`src/rtl/tsg_pkg.sv`:
```
// Package: shared constants for the transmit sync pulse generator.
// Assumes: frame bit counts and multiframe frame counts are fixed by the
// framing standard; the numbers below are the defaults used by the top.
package tsg_pkg;

    localparam int T1_BITS_DEF   = 193;
    localparam int E1_BITS_DEF   = 256;
    localparam int T1_SF_DEF     = 12;
    localparam int T1_ESF_DEF    = 24;
    localparam int E1_MF_DEF     = 16;
    localparam int SIG_EVERY_DEF = 6;

    // Return the larger of two sizes (used to size shared counters).
    function automatic int tsg_max(input int a, input int b);
        return (a > b) ? a : b;
    endfunction

endpackage

```
`src/rtl/tsg_sync_in.sv`:
```
// Module: tsg_sync_in
// Detects a rising edge on the external sync line and turns it into a
// one-clock realign strobe, only while the line is used as an input.
// Assumes: sync_in is already synchronous to clk.
module tsg_sync_in (
    input  logic clk,
    input  logic rst_n,
    input  logic listen,
    input  logic sync_in,
    output logic realign
);

    logic sin_q;

    // Remember the previous sample of the sync line.
    always_ff @(posedge clk) begin
        if (!rst_n) sin_q <= 1'b0;
        else        sin_q <= sync_in;
    end

    // Strobe on a 0-to-1 transition while listening.
    always_comb realign = listen & sync_in & ~sin_q;

    // A strobe can never repeat on the next clock (edge, not level).
    p_edge_only_r7: assert property (@(posedge clk) disable iff (!rst_n)
        realign |=> !realign);

endmodule

```
`src/rtl/tsg_bit_ctr.sv`:
```
// Module: tsg_bit_ctr
// Bit index inside the current frame. Wraps after last_bit, or returns
// to zero on a realign strobe; flags the natural wrap to the frame counter.
// Assumes: last_bit may change only while the design is idle or in reset.
module tsg_bit_ctr #(
    parameter int BW = 8
) (
    input  logic          clk,
    input  logic          rst_n,
    input  logic [BW-1:0] last_bit,
    input  logic          realign,
    output logic [BW-1:0] bit_idx,
    output logic          wrap
);

    // Natural end of frame; a realign in the same cycle takes precedence.
    always_comb wrap = !realign && (bit_idx >= last_bit);

    // Advance, wrap or realign the bit index.
    always_ff @(posedge clk) begin
        if (!rst_n)                bit_idx <= '0;
        else if (realign || wrap)  bit_idx <= '0;
        else                       bit_idx <= bit_idx + 1'b1;
    end

    // Inside a frame the index moves by exactly one per clock.
    p_bit_step_r2: assert property (@(posedge clk) disable iff (!rst_n)
        (!realign && bit_idx < last_bit) |=> bit_idx == $past(bit_idx) + 1'b1);

    // A realign strobe lands the index on zero at the next clock.
    p_realign_zero_r7: assert property (@(posedge clk) disable iff (!rst_n)
        realign |=> bit_idx == '0);

endmodule

```
`src/rtl/tsg_frame_ctr.sv`:
```
// Module: tsg_frame_ctr
// Frame index inside the multiframe. Steps once per frame start and is
// cleared by a multiframe realign.
// Assumes: advance and clear are one-clock strobes from the bit counter
// and the sync input stage.
module tsg_frame_ctr #(
    parameter int FW = 5
) (
    input  logic          clk,
    input  logic          rst_n,
    input  logic [FW-1:0] last_frm,
    input  logic          advance,
    input  logic          clear,
    output logic [FW-1:0] frm_idx
);

    // Clear, step with wrap, or hold the frame index.
    always_ff @(posedge clk) begin
        if (!rst_n)                frm_idx <= '0;
        else if (clear)            frm_idx <= '0;
        else if (advance) begin
            if (frm_idx >= last_frm) frm_idx <= '0;
            else                     frm_idx <= frm_idx + 1'b1;
        end
    end

    // A multiframe realign puts the frame index on zero.
    p_mf_clear_r8: assert property (@(posedge clk) disable iff (!rst_n)
        clear |=> frm_idx == '0);

    // Without a strobe the frame index holds.
    p_frm_hold_r4: assert property (@(posedge clk) disable iff (!rst_n)
        (!clear && !advance) |=> $stable(frm_idx));

endmodule

```
`src/rtl/tsg_pulse_shaper.sv`:
```
// Module: tsg_pulse_shaper
// Decodes the counter state into the outgoing sync pulse: frame or
// multiframe boundary, stretched to two clocks in T1 signaling frames.
// Assumes: counters are registered, so the output is glitch-free decode.
module tsg_pulse_shaper #(
    parameter int BW        = 8,
    parameter int FW        = 5,
    parameter int SIG_EVERY = 6
) (
    input  logic          clk,
    input  logic          rst_n,
    input  logic          drive,
    input  logic          e1_mode,
    input  logic          mf_sel,
    input  logic          dbl_wide_en,
    input  logic [BW-1:0] bit_idx,
    input  logic [FW-1:0] frm_idx,
    output logic          pulse
);

    localparam logic [FW-1:0] SIG_LAST = FW'(SIG_EVERY - 1);
    localparam logic [FW-1:0] SIG_MOD  = FW'(SIG_EVERY);

    logic at_boundary;
    logic sig_frame;
    logic stretch;

    // Boundary decode: every frame, or frame zero only in multiframe mode.
    always_comb at_boundary = (bit_idx == '0) && (!mf_sel || frm_idx == '0);

    // Signaling frame: the last frame of each group of SIG_EVERY frames.
    always_comb sig_frame = ((frm_idx % SIG_MOD) == SIG_LAST);

    // Second clock of a stretched pulse, T1 frame pulses only.
    always_comb stretch = dbl_wide_en && !e1_mode && !mf_sel &&
                          sig_frame && (bit_idx == BW'(1));

    // Drive the pulse only when the line is an output.
    always_comb pulse = drive && (at_boundary || stretch);

    // A pulse seen at bit 1 can only be the T1 stretch.
    p_wide_t1_only_r5: assert property (@(posedge clk) disable iff (!rst_n)
        (pulse && bit_idx == BW'(1)) |-> (!e1_mode && dbl_wide_en && !mf_sel));

endmodule

```
`src/rtl/tx_sync_gen.sv`:
```
// Module: tx_sync_gen (top)
// Transmit frame/multiframe sync generator. Tracks bit and frame position
// for T1 or E1 framing; either aligns to an incoming sync edge or emits
// frame / multiframe pulses on sync_out.
// Assumes: every input is synchronous to clk; framing mode changes are
// made with reset asserted.
module tx_sync_gen #(
    parameter int T1_FRAME_BITS = tsg_pkg::T1_BITS_DEF,
    parameter int E1_FRAME_BITS = tsg_pkg::E1_BITS_DEF,
    parameter int T1_SF_FRAMES  = tsg_pkg::T1_SF_DEF,
    parameter int T1_ESF_FRAMES = tsg_pkg::T1_ESF_DEF,
    parameter int E1_MF_FRAMES  = tsg_pkg::E1_MF_DEF,
    parameter int SIG_EVERY     = tsg_pkg::SIG_EVERY_DEF
) (
    input  logic clk,
    input  logic rst_n,
    input  logic e1_mode,
    input  logic esf_sel,
    input  logic sync_is_out,
    input  logic mf_sel,
    input  logic dbl_wide_en,
    input  logic sync_in,
    output logic sync_out
);

    localparam int MAX_BITS = tsg_pkg::tsg_max(T1_FRAME_BITS, E1_FRAME_BITS);
    localparam int MAX_FRMS = tsg_pkg::tsg_max(tsg_pkg::tsg_max(T1_SF_FRAMES, T1_ESF_FRAMES),
                                               E1_MF_FRAMES);
    localparam int BW = $clog2(MAX_BITS);
    localparam int FW = $clog2(MAX_FRMS);

    localparam logic [BW-1:0] T1_LAST  = BW'(T1_FRAME_BITS - 1);
    localparam logic [BW-1:0] E1_LAST  = BW'(E1_FRAME_BITS - 1);
    localparam logic [FW-1:0] SF_LAST  = FW'(T1_SF_FRAMES - 1);
    localparam logic [FW-1:0] ESF_LAST = FW'(T1_ESF_FRAMES - 1);
    localparam logic [FW-1:0] E1M_LAST = FW'(E1_MF_FRAMES - 1);

    logic [BW-1:0] last_bit;
    logic [FW-1:0] last_frm;
    logic [BW-1:0] bit_idx;
    logic [FW-1:0] frm_idx;
    logic          realign;
    logic          wrap;
    logic          frm_step;
    logic          frm_clear;

    // Frame length selection by framing mode.
    always_comb last_bit = e1_mode ? E1_LAST : T1_LAST;

    // Multiframe length selection by framing mode and T1 multiframe type.
    always_comb last_frm = e1_mode ? E1M_LAST : (esf_sel ? ESF_LAST : SF_LAST);

    // Frame counter strobes: one step per frame start, clear on mf realign.
    always_comb begin
        frm_clear = realign && mf_sel;
        frm_step  = wrap || (realign && !mf_sel);
    end

    tsg_sync_in u_sync_in (
        .clk     (clk),
        .rst_n   (rst_n),
        .listen  (!sync_is_out),
        .sync_in (sync_in),
        .realign (realign)
    );

    tsg_bit_ctr #(.BW(BW)) u_bit_ctr (
        .clk      (clk),
        .rst_n    (rst_n),
        .last_bit (last_bit),
        .realign  (realign),
        .bit_idx  (bit_idx),
        .wrap     (wrap)
    );

    tsg_frame_ctr #(.FW(FW)) u_frame_ctr (
        .clk      (clk),
        .rst_n    (rst_n),
        .last_frm (last_frm),
        .advance  (frm_step),
        .clear    (frm_clear),
        .frm_idx  (frm_idx)
    );

    tsg_pulse_shaper #(.BW(BW), .FW(FW), .SIG_EVERY(SIG_EVERY)) u_shaper (
        .clk         (clk),
        .rst_n       (rst_n),
        .drive       (sync_is_out),
        .e1_mode     (e1_mode),
        .mf_sel      (mf_sel),
        .dbl_wide_en (dbl_wide_en),
        .bit_idx     (bit_idx),
        .frm_idx     (frm_idx),
        .pulse       (sync_out)
    );

    // The sync output stays quiet whenever the line is an input.
    p_in_quiet_r6: assert property (@(posedge clk) disable iff (!rst_n)
        !sync_is_out |-> !sync_out);

    // Without stretching, an output pulse lasts one clock.
    p_single_pulse_r3: assert property (@(posedge clk) disable iff (!rst_n)
        (sync_is_out && !dbl_wide_en && sync_out) |=> (!sync_out || dbl_wide_en));

    // In output direction the sync input never realigns the counters.
    p_out_ignores_in_r9: assert property (@(posedge clk) disable iff (!rst_n)
        sync_is_out |-> !realign);

    // Realign and natural wrap never step the frame index twice.
    p_one_step_r10: assert property (@(posedge clk) disable iff (!rst_n)
        !(realign && wrap));

endmodule

```
`config.mk`:
```
export PLATFORM = sky130hd
export DESIGN_NAME = tx_sync_gen
export DESIGN_NICKNAME = d
export VERILOG_FILES = /design/src/rtl/tsg_pkg.sv /design/src/rtl/tsg_sync_in.sv /design/src/rtl/tsg_bit_ctr.sv /design/src/rtl/tsg_frame_ctr.sv /design/src/rtl/tsg_pulse_shaper.sv /design/src/rtl/tx_sync_gen.sv
export SDC_FILE = /design/constraint.sdc
export NUM_CORES = 1
export LEC_CHECK = 0
export BUFFER_PORTS_ARGS = -buffer_cell sky130_fd_sc_hd__buf_4
export CAP_MARGIN = 20
export CORE_MARGIN = 4
export CORE_UTILIZATION = 58
export CTS_CLUSTER_SIZE = 16
export DETAILED_ROUTE_END_ITERATION = 7
export HOLD_SLACK_MARGIN = 0.12
export PLACE_DENSITY = 0.74
export SETUP_SLACK_MARGIN = 0.5
export SKIP_LAST_GASP = 1
export SLEW_MARGIN = 15
export SYNTH_ARGS = -nofsm -noshare
export SYNTH_HDL_FRONTEND = slang
export SYNTH_SLANG_ARGS = --single-unit
```
`constraint.sdc`:
```
create_clock -name clk -period 6.3 [get_ports clk]
set_input_delay 0.315 -clock clk [delete_from_list [all_inputs] [get_ports clk]]
set_output_delay 0.315 -clock clk [all_outputs]
set_load 0.01 [all_outputs]
```
==> parameters.txt, run 1 <==
Parameter                              Value

Outcome
  Run status ... finished, final reports clean

Logic synthesis
  Post-synthesis cell area ... 1130 sq um
  Sequential share of the synthesized area ... 24.7%
  Async set-or-reset flop fraction in the synthesized netlist ... 0%
  Number of register bits inferred by synthesis ... 14
  Primary flip-flop cell chosen by synthesis mapping ... dfxtp_1
  Portion of synthesized cell area occupied by the leading cell type ... between 20% and 30%
  Post-synth cell types ... 39
  Number of enable flip-flop cells after synthesis ... 0
  Leading post-synthesis cells by instance count ... 17 x ha_1, 16 x nand2_1, 14 x dfxtp_1, 10 x nor2_1, 9 x nand3_1
  Leading cell type by number of instances after synthesis ... ha_1
  Synth area leader ... dfxtp_1
  Cell types with the largest area share after synthesis ... dfxtp_1 25%, ha_1 19%, nand2_1 5.3%
  Synthesized Nets ... 162
  Total of warnings raised by yosys ... 0
  Post-synthesis cell count ... 137
  Avg Synthesized Cell Area ... 8.28 sq um

Global route
  Met1 track demand over resource in global routing ... 27.5%
  Total Routing Usage GR ... 20.8%
  Met2 usage ... 32.8%
  Number of global-route vias before repair ... 945
  Largest net degree at the start of global routing ... 13
  Global-route track usage on met3 ... 2.85%
  Total overflow reported by the global router ... 0
  First-pass GRT wire length ... 4130 microns
  Most crowded layer after global routing ... met2
  Initial antenna violation count ... 0

Layout
  Sequential cell area ... around 280 sq um
  Count of non-filler cells in the finished layout ... 170
  Number of fill cells in the layout ... approximately 150
  Antenna diodes ... 0
  Layout overhead on the synthesized area ... 8.27%
  Area taken by multi-input logic gates ... a little over 800 sq um
  Final-stage net count ... around 170
  Fraction of layout cells with a size suffix above 1 ... 12.4%

Critical path
  Cell with the largest stage delay on the worst path ... dfxtp_1
  Cell chain of the critical path ... nand2_1 -> or2_2 -> ha_1 -> nand3_1 -> o21ai_0 -> ha_1 -> o21ai_0 -> nor4_1 -> nand3_1 -> a21oi_1 -> o211a_1 -> buf_4
  Worst Reg2Reg Path Length in Cells ... 8
  RR Startpoint ... u_bit_ctr.bit_idx[0]
  Worst-path maximum fanout ... 12
  Slowest stage delay, CP ... 0.53 ns
  Classification of the worst setup path ... reg -> out
  Register-to-register setup slack ... 4.12 ns
  Kind of start point of the critical path ... flop
  Data required, critical path ... 5.98 ns
  Buffer and inverter count on the worst path ... 1
  Family with the most delay on the worst path ... simple AND/OR/NAND/NOR gates
  Capture point of the worst reg-to-reg path ... u_frame_ctr.frm_idx[0]
  WP data arrival ... between 2 and 3 ns
  Kind of end point of the critical path ... primary output

Clock network
  Post-CTS Repair Setup Buffers ... 0
  TritonCTS sink count ... 14
  Clock latency on the worst-skew pair ... 0.28 ns
  Level count of the clock H-tree ... 1
  CTS Buffer Depth ... 2
  Num CTS Buffers ... 3
  Count of cells resized by post-cts repair ... 0
  Number of buffers inserted for hold repair after clock tree synthesis ... 0
  TritonCTS clock tree ... yes
  Clock edge transition at the registers on the reported setup and hold paths ... 0.07 ns
  Clock root buffer ... clkbuf_4

Power and ir drop
  Total Power Consumption ... approximately 0.17 mW
  Max IR drop VDD ... 145 uV
  Cell area power density ... 141 nW/um^2
  Leakage power ... about 0.53 nW

STA
  Layout Skew ... 0.00506 ns
  Hold_ws ... 0.247 ns
  Relative slew margins ... 76.4%
  Total count of max-transition violations in the final report ... 0
  Count of final setup violators ... 0
  Clock period minus final worst setup slack ... 3.19 ns
  Post-route clock period utilization ... slightly above 50%
  Total Negative Setup Slacks ... 0 ns
  Unrepaired setup endpoints after global routing ... no
  Max Fclk ... about 310 MHz
  Final number of hold-violating endpoints ... 0
  Least-Margin Pin Slew ... 0.353 ns

Min path
  Startpoint of the worst hold path ... sync_in
  Endpoint with the worst hold slack ... u_sync_in.sin_q
  Cell depth of the worst min-delay path ... 2
  Type of the most critical hold path ... in -> reg

Floorplanning
  Standard-cell rows ... 15
  Die Outline Area ... 2730 sq um
  Die Width ... ~52 microns
  Initial Util ... 63.6%
  Die Span Y ... 52.2 microns
  Boundary pin count ... 9
  Core box area ... between 1500 and 2000 sq um

Drt
  Via density ... 5.74
  Routed wire length ... around 2300 microns
  Via count ... 975
  Detail Route Antenna Nets ... 0
  Avg WL per Cell ... 13.7 microns
  Number of DRC markers in iteration 0 ... 23
  Post-detailed-route DRC marker count ... 0
  DRT Pass-1 Iters ... 4

Place
  # port buffers ... 8
  RD Place Congestion ... 0.914
  Detailed-placement wirelength estimate ... 1900 microns
  Cell count after placement ... about 170

Job
  Max-Cap Viols ... 0
-- flip-flops by register name, indices dropped and copies added (netlist names) --
name	cells
u_sync_in.sin_q	1
u_frame_ctr.frm_idx	5
u_bit_ctr.bit_idx	8
-- layout make-up --
| type | instances | area share (%) |
|---|---|---|
| well taps | 25 | 2.55 |
| clock buffers | 3 | 1.83 |
| repair buffers | 8 | 4.89 |
| inverters | 6 | 1.83 |
| flip-flops and latches | 14 | 22.8 |
| multi-input cells | 114 | 66.1 |
-- routing by layer --
layer / part of all wire (%) / vias to the layer above
li1: - / 509
met1: 48 / 444
met2: 46 / 17
met3: 4.2 / 5
met4: 2.0 / 0
met5: 0 / -
-- cells by family (layout without fill, tap and decap cells) --
logic type,count (synthesis),count (layout),share of synthesized area (%)
compound gates,27,27,16.8
xor+xnor,7,7,5.40
fa+ha+maj,17,17,18.7
buf+inv,9,17,3.75
flops,14,14,24.7
simple gates,63,63,30.7
-- per-stage QoR --
step	instance area [sq um]	utilization [%]	setup WS [ns]
after floorplan	1130	-	3.69
after global placement	1210	67.6	3.52
after detailed placement	1210	67.6	3.39
after CTS	1230	68.9	3.08
after global routing	1230	68.9	2.87
final	1230	68.9	3.11
-- placed cells by master (no fill, tap or decap), drive strengths merged, types with 3 or more instances in the layout --
master,instances
ha,17
nand2,16
dfxtp,14
nor2,10
nand3,9
buf,8
o21ai,7
inv,6
nand2b,6
a21oi,5
o22ai,4
xor2,4
a21boi,4
nor3,3
xnor2,3
clkbuf,3
-- where the power goes --
part | leakage, nW | switching [mW] | internal [mW]
logic | 0.400 | 0.0154 | 0.0153
clock network | 0.0138 | 0.0263 | 0.0222
registers | 0.114 | 0.00331 | 0.0907
-- worst max path at each step --
| stage | cells past startpoint | slack (ns) | start | endpoint |
|---|---|---|---|---|
| floorplan | 12 | 3.69 | u_frame_ctr.frm_idx[2] | sync_out |
| global placement | 11 | 3.52 | u_frame_ctr.frm_idx[2] | sync_out |
| detailed placement | 12 | 3.39 | u_frame_ctr.frm_idx[2] | sync_out |
| CTS | 12 | 3.08 | u_frame_ctr.frm_idx[2] | sync_out |
| global route | 12 | 2.87 | u_frame_ctr.frm_idx[2] | sync_out |
| finish | 12 | 3.11 | u_frame_ctr.frm_idx[2] | sync_out |
Power figures use the tool's default switching activity.
==> run 2: changes to the inputs <==
- ABC_AREA: default -> 1
- CORE_UTILIZATION: 58 -> 53
- PLACE_DENSITY: 0.74 -> 0.71
- clock period: 6.3 -> 2.9 ns (I/O delays scaled with it)
==> parameters.txt, run 2 <==
Parameter                              Value

Drt
  Via count ... 1252 (was 975)
  Via density ... 5.31 (was 5.74)
  Detail Route Antenna Nets ... 0 (unchanged)
  Post-detailed-route DRC marker count ... 0 (unchanged)
  Avg WL per Cell ... 12.6 microns (was 13.7 microns)
  DRT Pass-1 Iters ... 4 (unchanged)
  Number of DRC markers in iteration 0 ... 40 (was 23)
  Routed wire length ... 2970 microns (was 2330 microns)

Critical path
  Worst Reg2Reg Path Length in Cells ... 9 (was 8)
  Kind of end point of the critical path ... primary output (unchanged)
  WP data arrival ... 2.21 ns (was 2.87 ns)
  Worst-path maximum fanout ... 3 (was 12)
  Family with the most delay on the worst path ... simple AND/OR/NAND/NOR gates (unchanged)
  RR Startpoint ... u_frame_ctr.frm_idx[4] (was u_bit_ctr.bit_idx[0])
  Cell with the largest stage delay on the worst path ... dfxtp_4 (was dfxtp_1)
  Cell repeated most along the worst path ... nand2_4
  Slowest stage delay, CP ... 0.36 ns (was 0.53 ns)
  Classification of the worst setup path ... reg -> out (unchanged)
  Data required, critical path ... 2.76 ns (was 5.98 ns)
  Register-to-register setup slack ... 1.01 ns (was 4.12 ns)
  Capture point of the worst reg-to-reg path ... u_frame_ctr.frm_idx[2] (was u_frame_ctr.frm_idx[0])
  Cell chain of the critical path ... inv_4 -> ha_4 -> inv_4 -> nor2_4 -> nand2_2 -> nand2_4 -> nand2_4 -> nand2_4 -> inv_2 -> ha_4 -> inv_2 -> a21oi_2 -> nand3_2 -> nor2_2 -> nand2_1 -> a21oi_2 -> buf_4 (was nand2_1 -> or2_2 -> ha_1 -> nand3_1 -> o21ai_0 -> ha_1 -> o21ai_0 -> nor4_1 -> nand3_1 -> a21oi_1 -> o211a_1 -> buf_4)
  Buffer and inverter count on the worst path ... 5 (was 1)
  Kind of start point of the critical path ... flop (unchanged)

Layout
  Design area ... 1570 sq um (was 1230 sq um)
  Fraction of layout cells with a size suffix above 1 ... 30.8% (was 12.4%)
  Final-stage net count ... 234 (was 172)
  Biggest register ... u_bit_ctr.bit_idx (unchanged)
  Antenna diodes ... 0 (unchanged)
  Largest register FFs ... 8 (unchanged)
  Utilization of the core after routing ... 70.9% (was 68.9%)
  Most frequent cells in the layout ... 31 x nand2_1, 23 x inv_1, 23 x nor2_1, 21 x buf_4 (was 17 x ha_1, 16 x nand2_1, 14 x dfxtp_1, 10 x nor2_1, 9 x nand3_1)
  Commonest non-fill, non-tap cell in the layout ... nand2_1 (was ha_1)
  Layout overhead on the synthesized area ... 28.4% (was 8.27%)
  Top flop regs ... u_bit_ctr.bit_idx (8), u_frame_ctr.frm_idx (5), u_sync_in.sin_q (1) (unchanged)

Min path
  Startpoint of the worst hold path ... rst_n (was sync_in)
  Endpoint with the worst hold slack ... u_bit_ctr.bit_idx[7] (was u_sync_in.sin_q)
  Cell depth of the worst min-delay path ... 3 (was 2)
  Type of the most critical hold path ... in -> reg (unchanged)

STA
  Total Negative Setup Slacks ... 0 ns (unchanged)
  Layout Skew ... 0.00259 ns (was 0.00506 ns)
  Total count of max-transition violations in the final report ... 0 (unchanged)
  Unrepaired setup endpoints after global routing ... yes (was no)
  Post-route clock period utilization ... 81.2%
  Least-Margin Pin Slew ... 0.247 ns (was 0.353 ns)
  Clock period minus final worst setup slack ... roughly 2.4 ns
  Relative slew margins ... 83.4% (was 76.4%)
  Max Fclk ... 425 MHz
  Smallest setup slack after layout ... 0.546 ns (was 3.11 ns)
  Count of final setup violators ... 0 (unchanged)
  Final number of hold-violating endpoints ... 0 (unchanged)

Clock network
  Level count of the clock H-tree ... 1 (unchanged)
  CTS Buffer Depth ... 2 (unchanged)
  Num CTS Buffers ... 3 (unchanged)
  TritonCTS clock tree ... yes (unchanged)
  TritonCTS sink count ... 14 (unchanged)
  Clock edge transition at the registers on the reported setup and hold paths ... 0.09 ns (was 0.07 ns)
  Clock latency on the worst-skew pair ... 0.29 ns (was 0.28 ns)
  Clock root buffer ... clkbuf_4 (unchanged)

Logic synthesis
  Total of warnings raised by yosys ... 0 (unchanged)
  Post-synthesis cell area ... 1220 sq um (was 1130 sq um)
  Number of enable flip-flop cells after synthesis ... 0 (unchanged)
  Primary flip-flop cell chosen by synthesis mapping ... dfxtp_1 (unchanged)
  Synthesized Nets ... 207 (was 162)
  Synth area leader ... dfxtp_1 (unchanged)
  Avg Synthesized Cell Area ... 6.71 sq um (was 8.28 sq um)
  Sequential share of the synthesized area ... 23.0% (was 24.7%)
  Number of register bits inferred by synthesis ... 14 (unchanged)
  Async set-or-reset flop fraction in the synthesized netlist ... 0% (unchanged)
  Post-synthesis cell count ... 182 (was 137)
  Post-synth cell types ... 28 (was 39)
  Leading cell type by number of instances after synthesis ... nand2_1 (was ha_1)
  Leading post-synthesis cells by instance count ... 36 x nand2_1, 30 x inv_1, 24 x nor2_1, 17 x ha_1 (was 17 x ha_1, 16 x nand2_1, 14 x dfxtp_1, 10 x nor2_1, 9 x nand3_1)
  Cell types with the largest area share after synthesis ... dfxtp_1 23%, ha_1 17%, nand2_1 11% (was dfxtp_1 25%, ha_1 19%, nand2_1 5.3%)
  Portion of synthesized cell area occupied by the leading cell type ... 23.0% (was 24.7%)

Global route
  Initial antenna violation count ... 0 (unchanged)
  Total overflow reported by the global router ... 0 (unchanged)
  Largest net degree at the start of global routing ... 9 (was 13)
  First-pass GRT wire length ... 4790 microns (was 4130 microns)
  Total Routing Usage GR ... 19.0% (was 20.8%)
  Number of global-route vias before repair ... 1174 (was 945)

Power and ir drop
  Total Power Consumption ... 0.443 mW (was 0.173 mW)
  Part of the power in the clock network ... 33.1% (was 28.0%)
  Switching Share ... 29.0% (was 26.0%)
  Cell internal power dissipation ... 0.315 mW (was 0.128 mW)
  Max IR drop VDD ... 295 uV (was 145 uV)
  Cell area power density ... 283 nW/um^2 (was 141 nW/um^2)
  Psw ... 0.129 mW (was 0.0451 mW)
  Gate power share ... 21.5% (was 17.7%)
  Leakage power ... 0.766 nW (was 0.527 nW)
  Sequential share of power ... 45.4% (was 54.2%)

Outcome
  Run status ... finished, final reports clean (unchanged)

Job
  Max-Cap Viols ... 0 (unchanged)

Floorplanning
  Core box area ... 2210 sq um (was 1780 sq um)
  Die Outline Area ... 3140 sq um (was 2730 sq um)
  Die Span Y ... 56 microns (was 52.2 microns)
  Standard-cell rows ... 17 (was 15)
  Boundary pin count ... 9 (unchanged)
  Initial Util ... 55.2% (was 63.6%)
  Die Width ... 56 microns (was 52.2 microns)

Place
  Placed inst area ... 1310 sq um (was 1210 sq um)
  # port buffers ... 8 (unchanged)
  RD Place Congestion ... 0.812 (was 0.914)
  Worst slack, placed ... 0.507 ns (was 3.39 ns)
  Detailed-placement wirelength estimate ... 2010 microns (was 1900 microns)
-- run 2: cell types whose count changed after synthesis, moves of 4 or more --
cell      previous run  this run
nand2_1             16        36
nand4_1              1         5
inv_1                6        30
nand3_1              9        14
nor2_1              10        24
o22ai_1              4         0
a21oi_1              5         9
nand2_2              0         4
nand2b_1             4         0
o21ai_0              7         0
-- run 2: metal layers --
layer | part of all wire [%] | global-route usage (%)
met1 | 40 | 20.4
met2 | 53 | 36.9
met3 | 2.3 | 1.39
met4 | 4.8 | 8.47
met5 | 0 | 0
-- run 2: cell type report --
| class | count | area [sq um] |
|---|---|---|
| multi-input cells | 134 | 891 |
| inverters | 33 | 129 |
| clock buffers | 4 | 36.3 |
| repair buffers | 23 | 178 |
| fillers | 180 | 644 |
| flip-flops and latches | 14 | 299 |
| well taps | 28 | 35.0 |
-- run 2: cells by family after synthesis --
family	count (synthesis)	share of synthesized area (%)
AO/OA/AOI/OAI	16	8.09
XOR/XNOR	6	4.30
adder cells (fa/ha/maj)	17	17.4
buffers and inverters	34	10.8
flip-flops	14	23.0
AND/OR/NAND/NOR	95	36.5
-- run 2: power groups by stage --
stage	sequential (mW)	clock (mW)	combinational [mW]
after detailed placement	0.212	0	0.0719
after global placement	0.211	0	0.0699
final	0.201	0.147	0.0951
after floorplan	0.208	0	0.0498
after global routing	0.203	0.157	0.107
after CTS	0.201	0.147	0.0832
-- run 2: worst max-delay path by stage --
stage          endpoint  slack, ns                    from  cells after the start
6_report       sync_out       0.55  u_frame_ctr.frm_idx[1]                     17
5_1_grt        sync_out       0.39  u_frame_ctr.frm_idx[1]                     17
4_1_cts        sync_out       0.51  u_frame_ctr.frm_idx[4]                     17
3_5_place_dp   sync_out       0.51  u_frame_ctr.frm_idx[2]                     16
3_3_place_gp   sync_out       0.60  u_frame_ctr.frm_idx[2]                     16
2_1_floorplan  sync_out       0.75  u_frame_ctr.frm_idx[4]                     17
-- run 2: worst min-delay path, delay by kind of cell --
family	cells	cell delay, ns
simple gates	2	0.21
buf+inv	1	0.10
-- run 2: what timing repair did --
action,in CTS,in global routing
gates cloned,0,0
pin swaps,5,12
hold endpoints to repair,1,0
setup endpoints to repair,1,1
gates resized for setup,19,17
setup buffers,9,4
hold buffers,2,0
-- run 2: stage by stage --
step	cells	hold slack, ns
after floorplan	182	0.238
after global placement	217	0.334
after detailed placement	217	0.359
after CTS	232	0.192
after global routing	236	0.216
final	236	0.205
